[src/rtl/uart_rxq_pkg.sv]
package uart_rxq_pkg;
  function automatic int unsigned trig_level(input logic [1:0] code);
    case (code)
      2'b00:   return 1;
      2'b01:   return 4;
      2'b10:   return 8;
      default: return 14;
    endcase
  endfunction
endpackage

[src/rtl/rxq_store.sv]
module rxq_store #(
  parameter int unsigned DEPTH  = 16,
  parameter int unsigned DATA_W = 8,
  localparam int unsigned PTR_W = $clog2(DEPTH),
  localparam int unsigned CNT_W = $clog2(DEPTH + 1)
) (
  input  logic              clk_i,
  input  logic              rst_ni,
  input  logic              clr_i,
  input  logic              push_i,
  input  logic              pop_i,
  input  logic [DATA_W-1:0] din_i,
  output logic [DATA_W-1:0] head_o,
  output logic [CNT_W-1:0]  count_o,
  output logic              full_o
);
  logic [DATA_W-1:0] mem_q [DEPTH];
  logic [PTR_W-1:0]  wr_ptr_q, rd_ptr_q;
  logic [CNT_W-1:0]  cnt_q;
  logic              do_push, do_pop;

  assign full_o  = (cnt_q == CNT_W'(DEPTH));
  assign do_push = push_i && !full_o && !clr_i;
  assign do_pop  = pop_i && (cnt_q != '0) && !clr_i;
  assign head_o  = (cnt_q != '0) ? mem_q[rd_ptr_q] : '0;
  assign count_o = cnt_q;

  function automatic logic [PTR_W-1:0] nxt(input logic [PTR_W-1:0] p);
    return (p == PTR_W'(DEPTH - 1)) ? '0 : p + 1'b1;
  endfunction

  always_ff @(posedge clk_i) begin
    if (do_push) mem_q[wr_ptr_q] <= din_i;
  end

  always_ff @(posedge clk_i or negedge rst_ni) begin
    if (!rst_ni) begin
      wr_ptr_q <= '0;
      rd_ptr_q <= '0;
      cnt_q    <= '0;
    end else if (clr_i) begin
      wr_ptr_q <= '0;
      rd_ptr_q <= '0;
      cnt_q    <= '0;
    end else begin
      if (do_push) wr_ptr_q <= nxt(wr_ptr_q);
      if (do_pop)  rd_ptr_q <= nxt(rd_ptr_q);
      case ({do_push, do_pop})
        2'b10:   cnt_q <= cnt_q + 1'b1;
        2'b01:   cnt_q <= cnt_q - 1'b1;
        default: cnt_q <= cnt_q;
      endcase
    end
  end
endmodule

[src/rtl/rxq_timer.sv]
module rxq_timer #(
  parameter int unsigned TICKS = 4,
  localparam int unsigned TW = $clog2(TICKS + 1)
) (
  input  logic clk_i,
  input  logic rst_ni,
  input  logic stop_i,
  input  logic restart_i,
  input  logic clr_pend_i,
  input  logic tick_i,
  input  logic nonempty_i,
  output logic pend_o
);
  logic          run_q, pend_q;
  logic [TW-1:0] cnt_q;

  assign pend_o = pend_q;

  always_ff @(posedge clk_i or negedge rst_ni) begin
    if (!rst_ni) begin
      run_q  <= 1'b0;
      cnt_q  <= '0;
      pend_q <= 1'b0;
    end else if (stop_i) begin
      run_q  <= 1'b0;
      cnt_q  <= '0;
      pend_q <= 1'b0;
    end else begin
      if (clr_pend_i) pend_q <= 1'b0;
      if (restart_i) begin
        run_q <= 1'b1;
        cnt_q <= '0;
      end else if (run_q && tick_i) begin
        if (cnt_q == TW'(TICKS - 1)) begin
          run_q <= 1'b0;
          cnt_q <= '0;
          if (nonempty_i) pend_q <= 1'b1;
        end else begin
          cnt_q <= cnt_q + 1'b1;
        end
      end
    end
  end
endmodule

[src/rtl/uart_rx_queue.sv]
module uart_rx_queue
  import uart_rxq_pkg::*;
#(
  parameter int unsigned DEPTH     = 16,
  parameter int unsigned DATA_W    = 8,
  parameter int unsigned TMO_CHARS = 4,
  localparam int unsigned CNT_W    = $clog2(DEPTH + 1)
) (
  input  logic              clk_i,
  input  logic              rst_ni,
  input  logic              rx_valid_i,
  input  logic [DATA_W-1:0] rx_data_i,
  input  logic              brk_i,
  input  logic              rd_i,
  input  logic              lsr_rd_i,
  input  logic              fcr_we_i,
  input  logic [7:0]        fcr_data_i,
  input  logic              char_tick_i,
  output logic [DATA_W-1:0] rd_data_o,
  output logic [CNT_W-1:0]  count_o,
  output logic              data_ready_o,
  output logic              overrun_o,
  output logic              break_o,
  output logic              trig_hit_o,
  output logic              timeout_o
);
  logic              fifo_en_q;
  logic [1:0]        trig_code_q;
  logic              ovr_q, brk_q, hold_v_q;
  logic [DATA_W-1:0] hold_q;
  logic              flush, byte_in, rd_empties, ovr_set;
  logic [DATA_W-1:0] byte_val, head;
  logic [CNT_W-1:0]  cnt;
  logic              full;

  // mode change forces a flush
  assign flush    = fcr_we_i && (fcr_data_i[1] || (fcr_data_i[0] != fifo_en_q));
  assign byte_in  = (rx_valid_i || brk_i) && !flush;
  assign byte_val = brk_i ? '0 : rx_data_i;
  assign rd_empties = rd_i && (!fifo_en_q || cnt <= CNT_W'(1));
  assign ovr_set  = byte_in && (fifo_en_q ? full : hold_v_q);

  rxq_store #(.DEPTH(DEPTH), .DATA_W(DATA_W)) i_store (
    .clk_i   (clk_i),
    .rst_ni  (rst_ni),
    .clr_i   (flush),
    .push_i  (byte_in && fifo_en_q),
    .pop_i   (rd_i && fifo_en_q),
    .din_i   (byte_val),
    .head_o  (head),
    .count_o (cnt),
    .full_o  (full)
  );

  rxq_timer #(.TICKS(TMO_CHARS)) i_timer (
    .clk_i      (clk_i),
    .rst_ni     (rst_ni),
    .stop_i     (flush || !fifo_en_q),
    .restart_i  (fifo_en_q && (byte_in || rd_i)),
    .clr_pend_i (rd_i),
    .tick_i     (char_tick_i),
    .nonempty_i (cnt != '0),
    .pend_o     (timeout_o)
  );

  always_ff @(posedge clk_i or negedge rst_ni) begin
    if (!rst_ni) begin
      fifo_en_q   <= 1'b0;
      trig_code_q <= 2'b00;
      ovr_q       <= 1'b0;
      brk_q       <= 1'b0;
      hold_q      <= '0;
      hold_v_q    <= 1'b0;
    end else begin
      if (fcr_we_i) begin
        fifo_en_q   <= fcr_data_i[0];
        trig_code_q <= fcr_data_i[7:6];
      end
      if (lsr_rd_i)     ovr_q <= 1'b0;
      if (ovr_set)      ovr_q <= 1'b1;
      if (flush || lsr_rd_i || rd_empties) brk_q <= 1'b0;
      if (brk_i && !flush) brk_q <= 1'b1;
      if (flush) begin
        hold_v_q <= 1'b0;
      end else if (byte_in && !fifo_en_q) begin
        hold_q   <= byte_val;
        hold_v_q <= 1'b1;
      end else if (rd_i && !fifo_en_q) begin
        hold_v_q <= 1'b0;
      end
    end
  end

  assign data_ready_o = fifo_en_q ? (cnt != '0) : hold_v_q;
  assign rd_data_o    = fifo_en_q ? head : hold_q;
  assign count_o      = fifo_en_q ? cnt : CNT_W'(hold_v_q);
  assign overrun_o    = ovr_q;
  assign break_o      = brk_q;
  assign trig_hit_o   = data_ready_o &&
                        (!fifo_en_q || cnt >= CNT_W'(trig_level(trig_code_q)));
endmodule

[config.mk]
export PLATFORM = sky130hd
export DESIGN_NAME = uart_rx_queue
export DESIGN_NICKNAME = d
export VERILOG_FILES = /design/src/rtl/uart_rxq_pkg.sv /design/src/rtl/rxq_store.sv /design/src/rtl/rxq_timer.sv /design/src/rtl/uart_rx_queue.sv
export SDC_FILE = /design/constraint.sdc
export NUM_CORES = 1
export LEC_CHECK = 0
export BUFFER_PORTS_ARGS = -buffer_cell sky130_fd_sc_hd__clkbuf_2
export CAP_MARGIN = 20
export CORE_MARGIN = 2
export CORE_UTILIZATION = 45
export CTS_CLUSTER_SIZE = 10
export DETAILED_ROUTE_END_ITERATION = 16
export GPL_TIMING_DRIVEN = 0
export PLACE_DENSITY = 0.67
export SYNTH_ARGS = -nofsm -noshare
export SYNTH_HDL_FRONTEND = slang
export SYNTH_SLANG_ARGS = --single-unit
[constraint.sdc]
create_clock -name clk_i -period 3.18 [get_ports clk_i]
set_clock_uncertainty 0.05 [all_clocks]
set_input_delay 0.477 -clock clk_i [delete_from_list [all_inputs] [get_ports clk_i]]
set_output_delay 0.477 -clock clk_i [all_outputs]
set_load 0.02 [all_outputs]
Word level (Yosys, flattened, before mapping):

Memory sizes are Yosys's and may differ from the RTL's.
Index checks and enable logic that the tools add are counted.

* reduce and logical (&&, ||, !) cells: 39
* bitwise operators: 1
* $add $sub $neg: 5
* eq/ne operators: 9
* multiplexer cells: 38
* $lt $le $gt $ge: 2

Operator list (count)
* two-way mux 4 bit: 6
* two-way mux 8 bit: 3
* two-way mux 1 bit: 21
* logical AND 1 bit: 16
* two-way mux 3 bit: 4
* one-hot mux 4 bit (3 select lines): 1
* nonzero test 3 bit: 4
* two-way mux 5 bit: 2
* one-hot mux 5 bit (2 select lines): 1
* adder 4 x 1 -> 4 bit (second input constant): 2
* == test 4 bit (second input constant): 2
* logical OR 1 bit: 8
* nonzero test 2 bit: 4
* adder 5 x 1 -> 5 bit (second input constant): 1
* == test 5 bit (second input constant): 1
* greater-or-equal comparator 5 bit: 1
* less-or-equal comparator 5 x 1 -> 1 bit (second input constant): 1
* nonzero test 5 bit: 1
* subtractor 5 x 1 -> 5 bit (second input constant): 1
* == test 2 x 1 -> 1 bit (second input constant): 2
* == test 2 bit (second input constant): 2
* AND reduction 2 bit: 2
* adder 3 x 1 -> 3 bit (second input constant): 1
* == test 3 x 2 -> 1 bit (second input constant): 1
* other kinds (4): 6

* word-level logic and storage cells: 107
* memories: 1
* output and inout bits: 18
* memory bits (writable): 128
* flip-flop bits (word level): 32
* input bits: 24

Memory list
* i_store.mem_q: words 16, bits a word 8, rd ports 1, clocked after memory_dff 0, write ports 1, line rxq_store.sv:17 `logic [DATA_W-1:0] mem_q [DEPTH];`

Depth between registers and ports, before layout:

Gate-level depths: netlist (run 1).

* depth in word-level cells: 11
* depth in mapped cells: 7
* depth with buffers taken out: 7

Modules after synthesis:

From an unflattened synthesis (run 1), not the netlist that was laid out.

* cells, all modules: 429
* area total of the unflattened synthesis: 7003.0 um2

Modules (own cells, without submodules)
* rxq_store: sequential area each 4169.0 um2, area an instance 5840.6 um2, cells each 316, times used 1
* uart_rx_queue: sequential area each 350.3 um2, area an instance 917.1 um2, cells each 90, times used 1
* rxq_timer: sequential area each 125.1 um2, area an instance 245.2 um2, cells each 23, times used 1

Worst setup path before layout (run 1):

No wires, ideal clock.

* kind: register -> register
* from: register i_store.cnt_q[0] (netlist: i_store.count_o[0])
* to: memory i_store.mem_q[0][0], enable pin
* setup time: 0.398 ns
* data required time: 2.732 ns
* arrival: 2.295 ns
* slack: 0.437 ns
* cell stages (with the launch flop): 6
* period minus slack after synthesis: 2.743 ns
* buffers on the path: 0
* cell sequence: dfrtp_1 -> inv_1 -> ha_1 -> a31oi_1 -> nand2_2 -> nor4b_1

* longest elaborated chain between the ends: 6

Ends and longest elaborated chain
* from (decl): line rxq_store.sv:19 `logic [CNT_W-1:0] cnt_q;`
* from (signal assigned): line rxq_store.sv:49 `2'b10: cnt_q <= cnt_q + 1'b1;`
* from (signal assigned): line rxq_store.sv:50 `2'b01: cnt_q <= cnt_q - 1'b1;`
* from (signal assigned): line rxq_store.sv:51 `default: cnt_q <= cnt_q;`
* == test 5 bit: line rxq_store.sv:22 `assign full_o = (cnt_q == CNT_W'(DEPTH));`
* zero test 1 bit: line rxq_store.sv:23 `assign do_push = push_i && !full_o && !clr_i;`
* logical AND 1 bit (2 in series): line rxq_store.sv:23
* two-way mux 1 bit: line rxq_store.sv:33 `if (do_push) mem_q[wr_ptr_q] <= din_i;`
* two-way mux 1 bit (implied by the code): line rxq_store.sv:33
* to (decl): line rxq_store.sv:17

Every way passes these cells.

Final worst setup path (run 1):

* from: register i_store.cnt_q[0] (netlist: i_store.count_o[0])
* to: output port rd_data_o[5]

* longest elaborated chain between the ends: 3

Ends and longest elaborated chain
* nonzero test 5 bit: line rxq_store.sv:25 `assign head_o = (cnt_q != '0) ? mem_q[rd_ptr_q] : '0;`
* two-way mux 8 bit: line rxq_store.sv:25
* two-way mux 8 bit: line uart_rx_queue.sv:95 `assign rd_data_o = fifo_en_q ? head : hold_q;`
* to (decl): line uart_rx_queue.sv:19 `output logic [DATA_W-1:0] rd_data_o,`

Every way passes these cells.

==> results of run 1 <==
[logic make-up (layout without fill, tap and decap cells)]
kind of cell,after synthesis,in the layout,synth area share
compound gates,75,75,0.0710
xor+xnor,5,5,0.00634
fa+ha+maj,14,14,0.0254
buf+inv,29,111,0.0196
flops,160,160,0.673
mux,41,41,0.119
simple gates,108,108,0.0859
[layer usage]
metal / vias to the layer above / track usage
met4: 2 / 0.0588
met2: 128 / 0.295
met5: - / 0
li1: 1836 / -
met1: 2084 / 0.260
met3: 24 / 0.0559
[state kept, by name, summed over array words and instances, names as in the netlist]
register,flops
break_o,1
fifo_en_q,1
hold_q,8
hold_v_q,1
i_store.count_o,5
i_store.mem_q,128
i_store.rd_ptr_q,4
i_store.wr_ptr_q,4
i_timer.cnt_q,3
i_timer.pend_o,1
i_timer.run_q,1
overrun_o,1
trig_code_q,2
[Yosys cell counts, types with 2 or more instances]
master / instances
nor3b_1: 2
o21a_1: 2
and4_1: 4
dfrtp_1: 32
edfxtp_1: 128
nor2b_1: 14
nand4_1: 3
nor2_1: 19
o21ai_1: 3
nand2_1: 23
nor2_4: 2
clkbuf_1: 10
xor2_1: 3
buf_2: 4
buf_4: 2
mux4_2: 32
ha_1: 14
and2_1: 8
mux2_2: 9
inv_1: 10
nand3_1: 10
xnor2_1: 2
a31oi_1: 5
or3_1: 3
nor4b_1: 4
o21ai_0: 9
a211oi_1: 2
and3_1: 3
a21oi_1: 18
a21o_1: 10
a22oi_1: 17
nor3_1: 9
[stage by stage]
stage	worst slack, ns	cells	total power, uW	area, um^2
final	0.108	702	5690	8030
after global routing	0.0249	702	5930	8030
after CTS	0.00135	699	5710	7990
after detailed placement	0.248	667	3850	7440
after global placement	-0.603	657	3810	7320
after floorplan	0.437	432	3430	6900
[worst max path at each step]
| stage | startpoint | endpoint | depth (start not counted) |
|---|---|---|---|
| after floorplan | i_store.count_o[0]$_DFFE_PN0P_ | i_store.mem_q[0][0]$_DFFE_PP_ | 5 |
| after global placement | brk_i | i_store.mem_q[1][5]$_DFFE_PP_ | 5 |
| after detailed placement | brk_i | i_store.mem_q[1][5]$_DFFE_PP_ | 6 |
| after CTS | i_store.count_o[0]$_DFFE_PN0P_ | rd_data_o[5] | 7 |
| after global routing | i_store.rd_ptr_q[0]$_DFFE_PN0P_ | rd_data_o[3] | 7 |
| final | i_store.count_o[0]$_DFFE_PN0P_ | rd_data_o[5] | 7 |
[area by class of cell]
class | count | area [um^2]
buffer | 19 | 124
clock buffer | 23 | 479
multi-input combinational | 243 | 2160
fill | 1227 | 7060
clock inverter | 9 | 60.1
tap | 188 | 235
timing repair buffer | 50 | 295
inverter | 10 | 37.5
sequential | 160 | 4640
[timing repair]
item                                    4_1_cts  5_1_grt
resized for setup                             7        5
endpoints found under the setup margin        8        8
gates cloned                                  0        0
[power breakdown]
part           switching (uW)  internal (uW)
Clock                     787           1060
Sequential               90.1           2350
Combinational             779            617
Total                    1660           4030
==> reports/qor.yml, run 1 <==
outcome:
  status: "finished, final reports clean"
clock_network:
  cts_sinks: 160
  cts_htree_levels: 4
  cts_made_buffers: 17
  cts_setup_buffers: 0
  tritoncts: "built"
  clk_path_buf_depth: 2
  clk_latency_ns: 0.43
  clock-root-buffer: "clkbuf_16"
  postCtsHoldBufs: 0
  clk_pin_slew_ns: 0.06
final_layout:
  drive_gt1_frac: 0.276
  final_common_cell: "edfxtp_1"
  diodes: 0
  layout_common_cells: "128 x edfxtp_1, 40 x clkbuf_2, 32 x mux4_2, 32 x dfrtp_1, 22 x nand2_1"
  nets: 539
  final_util: 0.532
  area_growth_pct: 16.3
synthesis:
  synthArstFlopShare: 0.200
  avgSynthCellArea_um2: 16.0
  synth.cell_area_um2: 6900
  synth_nets: 470
  synth_edf_count: 128
  synth_seq_cells: 160
  yosys_most_used_dff: "edfxtp_1"
  yosysWarnings: 0
  synth_area_leader_cell: "edfxtp_1"
  ys_types: 48
  ys_top_cells_by_area: "edfxtp_1 56%, dfrtp_1 12%, mux4_2 10%, ha_1 2.5%, a22oi_1 1.8%"
  post-synth-top-area-fraction: 0.557
  ys_seq_area_frac: 0.673
  syn-instance-count: 432
global_routing:
  grt_first_pass_wirelength_um: 22500
  grt_util_all_layers: 0.190
  grt_max_degree: 33
  grt_pass1_vias: 3878
  antenna_found_initial: 1
  overflow: 0
setup_path:
  worstPathMaxFanout: 10
  reg2reg_depth: 6
  slowest_stage: "or4b_4"
  cp_top_family: "simple AND/OR/NAND/NOR gates"
  startpoint_type: "flop"
  worstSetupEndpointType: "output pin"
  regToRegSetupSlack_ns: 0.30
  rr_startpoint: "i_store.count_o[0]$_DFFE_PN0P_"
  regToRegEndpoint: "i_store.mem_q[1][2]$_DFFE_PP_"
  criticalPathCategory: "reg2out"
  crit_chain: "inv_1, ha_1, or4b_4, nand2_2, a21oi_1, a21o_1, clkbuf_2"
  cp_num_buf_inv: 2
  critPathMaxStageDelay_ns: 0.52
  cp.arrival_ns: 2.55
  critPathRequiredTime_ns: 2.65
drt:
  top_layer: "met5"
  drc_errors: 0
  routed_wl_um: 14900
  vias: 4074
  met1_length_um: 6640
  antenna_left: 0
  wl_met3_um: 763
  first_iter_violations: 383
  viasPerCell: 5.80
  wl_met2_um: 7180
  firstDrtPassIters: 5
  wl_per_cell_um: 21.2
sta:
  max-slew-margin-rel: 0.396
  max_freq_mhz: 325
  setup_viol: 0
  rsz0062_at_grt: "no"
  min_period_ns: 3.07
  tightest_slew_ns: 0.902
  slew_viol_final: 0
  whs_ns: 0.0911
  hold_violations: 0
  fin_setup_tns_ns: 0
  fin_crit_sh: 0.966
die:
  die-area_um2: 16300
  die_h_um: 128
  initial_core_util: 0.458
  rows: 45
  core-area_um2: 15100
  die_w_um: 128
  io-pin-count: 42
placed_design:
  port_buffers: 37
  hpwl_um: 10700
  gp_congestion: 0.869
power:
  ir_drop_v: 0.000399
  powerDensity_nw_per_um2: 708
  p_leak_uw: 0.00294
run:
  cap_viol_max_count: 0
hold_path:
  hold_class: "in2async"
No activity file was read; power rests on OpenSTA's default activity.
==> run 2, diff against run 1 <==
--- a/config.mk
+++ b/config.mk
@@ -11,7 +11,7 @@
 export CORE_UTILIZATION = 45
 export CTS_CLUSTER_SIZE = 10
 export DETAILED_ROUTE_END_ITERATION = 16
-export GPL_TIMING_DRIVEN = 0
+export GPL_TIMING_DRIVEN = 1
 export PLACE_DENSITY = 0.67
 export SYNTH_ARGS = -nofsm -noshare
 export SYNTH_HDL_FRONTEND = slang
==> run 2 against run 1 <==
  * Highest routed layer is now met4
  * Worst hold slack better by 0.015 ns
  * Die area unchanged
  * Utilization down 0.16 points
  * First-iteration DRC count up 31%
  * Critical endpoint is now rd_data_o[1]
  * Wire length up 0.52%
  * Sequential share of layout area up 0.19 points
  * Critical path type unchanged
==> reports/qor.yml, run 2 (synthesized netlist as in run 1, its figures left out) <==
global_routing:
  grt_pass1_vias: 4075
  grt_first_pass_wirelength_um: 23400
  grt_use_met1: 0.280
  antenna_found_initial: 0
  gr-usage-met3: 0.0522
  use_met2: 0.306
  grt_max_degree: 33
  top_usage_layer: "met2"
  overflow: 0
  grt_util_all_layers: 0.198
power:
  p_leak_uw: 0.00296
  powerDensity_nw_per_um2: 728
  swShare: 0.290
  switchingPower_uw: 1690
  p_clk_frac: 0.349
  power.share.sequential: 0.425
  comb_power_share: 0.226
  ir_drop_v: 0.000429
  intPower_uw: 4140
sta:
  slew_viol_final: 0
  max-slew-margin-rel: 0.329
  tightest_slew_ns: 1.01
  fin_crit_sh: 0.969
  rsz0062_at_grt: "no"
  fin_setup_tns_ns: 0
  max_freq_mhz: 325
  hold_violations: 0
  min_period_ns: 3.08
  setup_viol: 0
  whs_ns: 0.106
clock_network:
  tritoncts: "built"
  cts_sinks: 160
  cts_htree_levels: 4
  clk_pin_slew_ns: 0.07
  cts_setup_buffers: 0
  clk_latency_ns: 0.42
  cts_made_buffers: 17
  clock-root-buffer: "clkbuf_16"
  clk_path_buf_depth: 2
setup_path:
  reg2reg_depth: 4
  rr_startpoint: "fifo_en_q$_DFFE_PN0P_"
  slowest_stage: "dfrtp_2"
  worstSetupEndpointType: "output pin"
  critPathRequiredTime_ns: 2.65
  criticalPathCategory: "reg2out"
  cp_top_family: "compound AO/OA/AOI/OAI gates"
  crit_chain: "buf_12, mux4_2, a22oi_1, a21oi_1, a21o_1, clkbuf_2"
  critPathMaxStageDelay_ns: 0.53
  cp.arrival_ns: 2.55
  cp-startpoint: "i_store.rd_ptr_q[0]$_DFFE_PN0P_"
  cp.depth: 6
  worstPathMaxFanout: 20
  cp_num_buf_inv: 2
  startpoint_type: "flop"
die:
  die_w_um: 128
  rows: 45
  io-pin-count: 42
  die-area_um2: 16300
  die_h_um: 128
  core-area_um2: 15100
  initial_core_util: 0.458
final_layout:
  nets: 529
  diodes: 0
  final_common_cell: "edfxtp_1"
  area_growth_pct: 16.0
  layout_common_cells: "128 x edfxtp_1, 37 x clkbuf_2, 32 x mux4_2, 31 x dfrtp_1, 22 x nand2_1"
  largest_reg_flops: 128
  drive_gt1_frac: 0.278
  top_register: "i_store.mem_q"
outcome:
  status: "finished, final reports clean"
placed_design:
  gp_congestion: 0.830
  port_buffers: 37
  hpwl_um: 9780
drt:
  vias: 4047
  wl_per_cell_um: 21.6
  antenna_left: 0
  first_iter_violations: 500
  drc_errors: 0
  firstDrtPassIters: 5
  viasPerCell: 5.85
  routed_wl_um: 15000
run:
  cap_viol_max_count: 0
hold_path:
  hold_class: "in2async"
[run 2: metal layers]
metal  vias up  wire, um
li1       1816         -
met1      2109      6740
met2       108      7380
met3        14       685
met4         0       165
met5         -         0
[run 2: worst paths after layout]
check | to | slack [ns]
setup / recovery | rd_data_o[1] | 0.1
hold / removal | hold_q[1]$_DFFE_PN0P_ | 0.11
setup reg to reg | i_store.mem_q[12][0]$_DFFE_PP_ | 0.66
hold reg to reg | overrun_o$_DFFE_PN0P_ | 0.44
max in group asynchronous | i_store.rd_ptr_q[0]$_DFFE_PN0P_ | 2.35
min in group clk_i | i_timer.pend_o$_DFF_PN0_ | 0.25
[run 2: final cells by class]
cell class	count	area, um^2
clock buffers	18	439
well taps	188	235
fillers	1204	7080
multi-input cells	243	2130
inverters	10	37.5
repair buffers	59	363
clock inverters	14	156
flip-flops and latches	160	4650
[run 2: per-stage QoR]
| stage | util | instance area, um^2 | power, uW | cells | setup WS [ns] |
|---|---|---|---|---|---|
| after detailed placement | 0.489 | 7380 | 3830 | 657 | 0.446 |
| final | 0.531 | 8010 | 5830 | 692 | 0.0992 |
| after floorplan | - | 6900 | 3430 | 432 | 0.437 |
| after CTS | 0.529 | 7980 | 5860 | 689 | 0.0400 |
| after global routing | 0.531 | 8010 | 6100 | 692 | 0.000915 |
| after global placement | 0.489 | 7380 | 3790 | 657 | 0.490 |
[run 2: timing repair]
item | 4_1_cts | 5_1_grt
endpoints found under the setup margin | 3 | 2
hold endpoints to repair | 0 | 0
hold buffers | 0 | 0
resized for setup | 1 | 1
pin swaps | 0 | 0
[run 2: worst reg2reg max path: stages (launching register included)]
cell and delay, ns:
dfrtp_1 0.70, xor2_1 0.20, a21bo_1 0.39, nor2_4 0.21
and4_1 0.61
[run 2: power by group through the flow]
stage	clock network, uW	registers (uW)	logic (uW)
detailed placement	0	2520	1310
CTS	2060	2480	1320
floorplan	0	2460	971
global route	2160	2500	1440
finish	2030	2480	1320
global placement	0	2510	1280
==> run 3, diff against run 2 <==
--- a/config.mk
+++ b/config.mk
@@ -5,6 +5,7 @@
 export SDC_FILE = /design/constraint.sdc
 export NUM_CORES = 1
 export LEC_CHECK = 0
+export ABC_AREA = 1
 export BUFFER_PORTS_ARGS = -buffer_cell sky130_fd_sc_hd__clkbuf_2
 export CAP_MARGIN = 20
 export CORE_MARGIN = 2
@@ -15,4 +16,5 @@
 export PLACE_DENSITY = 0.67
 export SYNTH_ARGS = -nofsm -noshare
 export SYNTH_HDL_FRONTEND = slang
+export SYNTH_HIERARCHICAL = 1
 export SYNTH_SLANG_ARGS = --single-unit
==> run 3 against run 2 <==
  * Via count increased by 27%
  * Clock-buffer cell count unchanged
  * First-iteration DRC count is 9.4% higher
  * Critical path depth grew 3
  * Combinational power up 3%
  * Final cell count increased by 39%
  * Synthesized cell count increased by 56%
  * Flip-flop and latch count unchanged
  * Clock power is 9.9% lower
  * Worst hold slack lost 0.012 ns
  * Design area up 4.8%
  * Critical endpoint unchanged
==> reports/qor.yml, run 3 <==
setup_path:
  crit_chain: "inv_1, buf_4, a21oi_1, a221oi_1, nor2_1, a211oi_1, nand2_1, nand2_1, clkbuf_2"
  startpoint_type: "flop"
  cp_top_family: "compound AO/OA/AOI/OAI gates"
  regToRegSetupSlack_ns: 0.45
  worstPathMaxFanout: 17
  cp.arrival_ns: 2.52
  worstSetupEndpointType: "output pin"
  critPathMaxStageDelay_ns: 0.49
  crit_top_cell: "nand2_1"
  criticalPathCategory: "reg2out"
  slowest_stage: "dfrtp_2"
  critPathRequiredTime_ns: 2.65
  cp_num_buf_inv: 3
final_layout:
  nets: 772
  top_register: "i_store/mem_q"
  largest_reg_flops: 128
  drive_gt1_frac: 0.183
  fin_area_um2: 8400
  area_growth_pct: 15.2
  diodes: 0
  final_common_cell: "nand2_1"
  layout_common_cells: "166 x nand2_1, 128 x edfxtp_1, 62 x nor2_1, 50 x inv_1, 38 x a21oi_1"
synthesis:
  avgSynthCellArea_um2: 10.8
  synth.cell_area_um2: 7290
  yosysWarnings: 6
  synth_edf_count: 128
  syn-instance-count: 674
  yosys_most_used_dff: "edfxtp_1"
  synth_seq_cells: 160
  synth.most_common_cell: "nand2_1"
  ys_seq_area_frac: 0.637
  synth_area_leader_cell: "edfxtp_1"
  ys_top_cells_by_area: "edfxtp_1 53%, dfrtp_1 11%, nand2_1 8.5%, nor2_1 3.2%, a21oi_1 2.6%"
  synth_nets: 710
  synthArstFlopShare: 0.200
  synth_common_cells: "166 x nand2_1, 128 x edfxtp_1, 62 x nor2_1"
  ys_types: 39
  post-synth-top-area-fraction: 0.527
sta:
  slew_viol_final: 0
  fin_crit_sh: 0.957
  max-slew-margin-rel: 0.449
  tightest_slew_ns: 0.827
  setup_viol: 0
  max_freq_mhz: 329
  fin_setup_tns_ns: 0
  min_period_ns: 3.04
  rsz0062_at_grt: "no"
  hold_violations: 0
die:
  rows: 46
  die-area_um2: 17200
  die_w_um: 131
  die_h_um: 131
  core-area_um2: 15900
  initial_core_util: 0.459
  io-pin-count: 42
clock_network:
  cts_htree_levels: 4
  cts_made_buffers: 17
  clk_pin_slew_ns: 0.07
  clk_latency_ns: 0.42
  tritoncts: "built"
  cts_sinks: 160
  clock-root-buffer: "clkbuf_16"
  postCtsHoldBufs: 0
  clk_path_buf_depth: 2
global_routing:
  gr-usage-met3: 0.0367
  overflow: 0
  use_met2: 0.316
  antenna_found_initial: 0
  grt_first_pass_wirelength_um: 25900
  grt_max_degree: 35
  top_usage_layer: "met2"
  grt_util_all_layers: 0.194
  grt_pass1_vias: 4966
  grt_use_met1: 0.264
drt:
  viasPerCell: 5.33
  wl_per_cell_um: 16.7
  firstDrtPassIters: 5
  routed_wl_um: 16100
  vias: 5146
  first_iter_violations: 547
  antenna_left: 0
  drc_errors: 0
placed_design:
  hpwl_um: 11000
  port_buffers: 37
  gp_congestion: 0.884
  placed_cell_area_um2: 7850
outcome:
  status: "finished, final reports clean"
power:
  p_leak_uw: 0.00346
  powerDensity_nw_per_um2: 670
  ir_drop_v: 0.000398
run:
  cap_viol_max_count: 0
hold_path:
  hold_class: "in2async"
run 3: cell count changes in the layout (fill, tap and decap cells not counted), moves of 11 or more:
cell	delta
nor2b_1	-14
nand2_1	+144
nor2_1	+43
mux2i_1	+16
a21oi_1	+20
inv_1	+40
o21ai_0	+22
a22oi_1	-17
mux4_2	-32
buf_4	+11
run 3: where the power goes:
group	switching [uW]	total, uW	leakage, uW	internal, uW
Combinational	907	1360	0.00162	452
Sequential	98.0	2440	0.00159	2340
Clock	823	1830	0.000248	1010
run 3: area by class of cell:
cell class / count / area [um^2]
clock inverter: 14 / 108
clock buffer: 18 / 429
tap: 216 / 270
sequential: 160 / 4650
inverter: 58 / 220
fill: 1387 / 7490
timing repair buffer: 70 / 437
multi-input combinational: 429 / 2280
run 3: per-layer routing:
layer  wire [um]  share of wire  up-vias
met5           0              0        -
met4         264          0.016        0
met3         808          0.050       21
met2        7940           0.49      148
met1        7130           0.44     2511
li1            -              -     2466
run 3: final timing paths:
path	startpoint	end	cells past startpoint
worst max-delay path	i_store/rd_ptr_q[1]$_DFFE_PN0P_	rd_data_o[1]	9
worst max register to register	fifo_en_q$_DFFE_PN0P_	i_store/count_o[4]$_DFFE_PN0P_	18
min in group clk_i	lsr_rd_i	overrun_o$_DFFE_PN0P_	2
worst min-delay path	rst_ni	i_timer/cnt_q[1]$_DFFE_PN0P_	1
worst min register to register	hold_q[6]$_DFFE_PN0P_	hold_q[6]$_DFFE_PN0P_	2
max in group asynchronous	rst_ni	i_store/rd_ptr_q[1]$_DFFE_PN0P_	1
run 3: cells by family (layout without fill, tap and decap cells):
kind of cell	count (synthesis)	count (layout)	share of synthesized area
adders and majority gates	12	12	0.0206
DFF	160	160	0.637
and+or+nand+nor	285	285	0.175
xor gates and xnor gates	1	1	0.00120
muxes	16	16	0.0220
buffers and inverters	85	160	0.0503
AOI/OAI and AO/OA	115	115	0.0940
run 3: through the flow:
| step | cells | total power [uW] | utilization | setup slack (ns) | hold slack, ns |
|---|---|---|---|---|---|
| CTS | 965 | 5640 | 0.528 | 0.0750 | 0.109 |
| finish | 965 | 5620 | 0.529 | 0.136 | 0.0945 |
| detailed placement | 933 | 3820 | 0.494 | 0.489 | 0.411 |
| global route | 965 | 5900 | 0.529 | 0.0190 | 0.165 |
| global placement | 933 | 3780 | 0.494 | 0.532 | 0.406 |
| floorplan | 674 | 3420 | - | 0.901 | 0.131 |
run 3: worst reg2reg max path, delay by kind of cell (launching register included):
family | cells | cell delay (ns)
simple gates | 13 | 1.32
flops | 1 | 0.64
buf+inv | 4 | 0.44
fa+ha+maj | 1 | 0.17
run 3: what timing repair did:
item / in CTS / in global routing
resized for setup: 0 / 4
endpoints found under the setup margin: 0 / 8
setup buffers: 0 / 0
hold endpoints to repair: 0 / 0
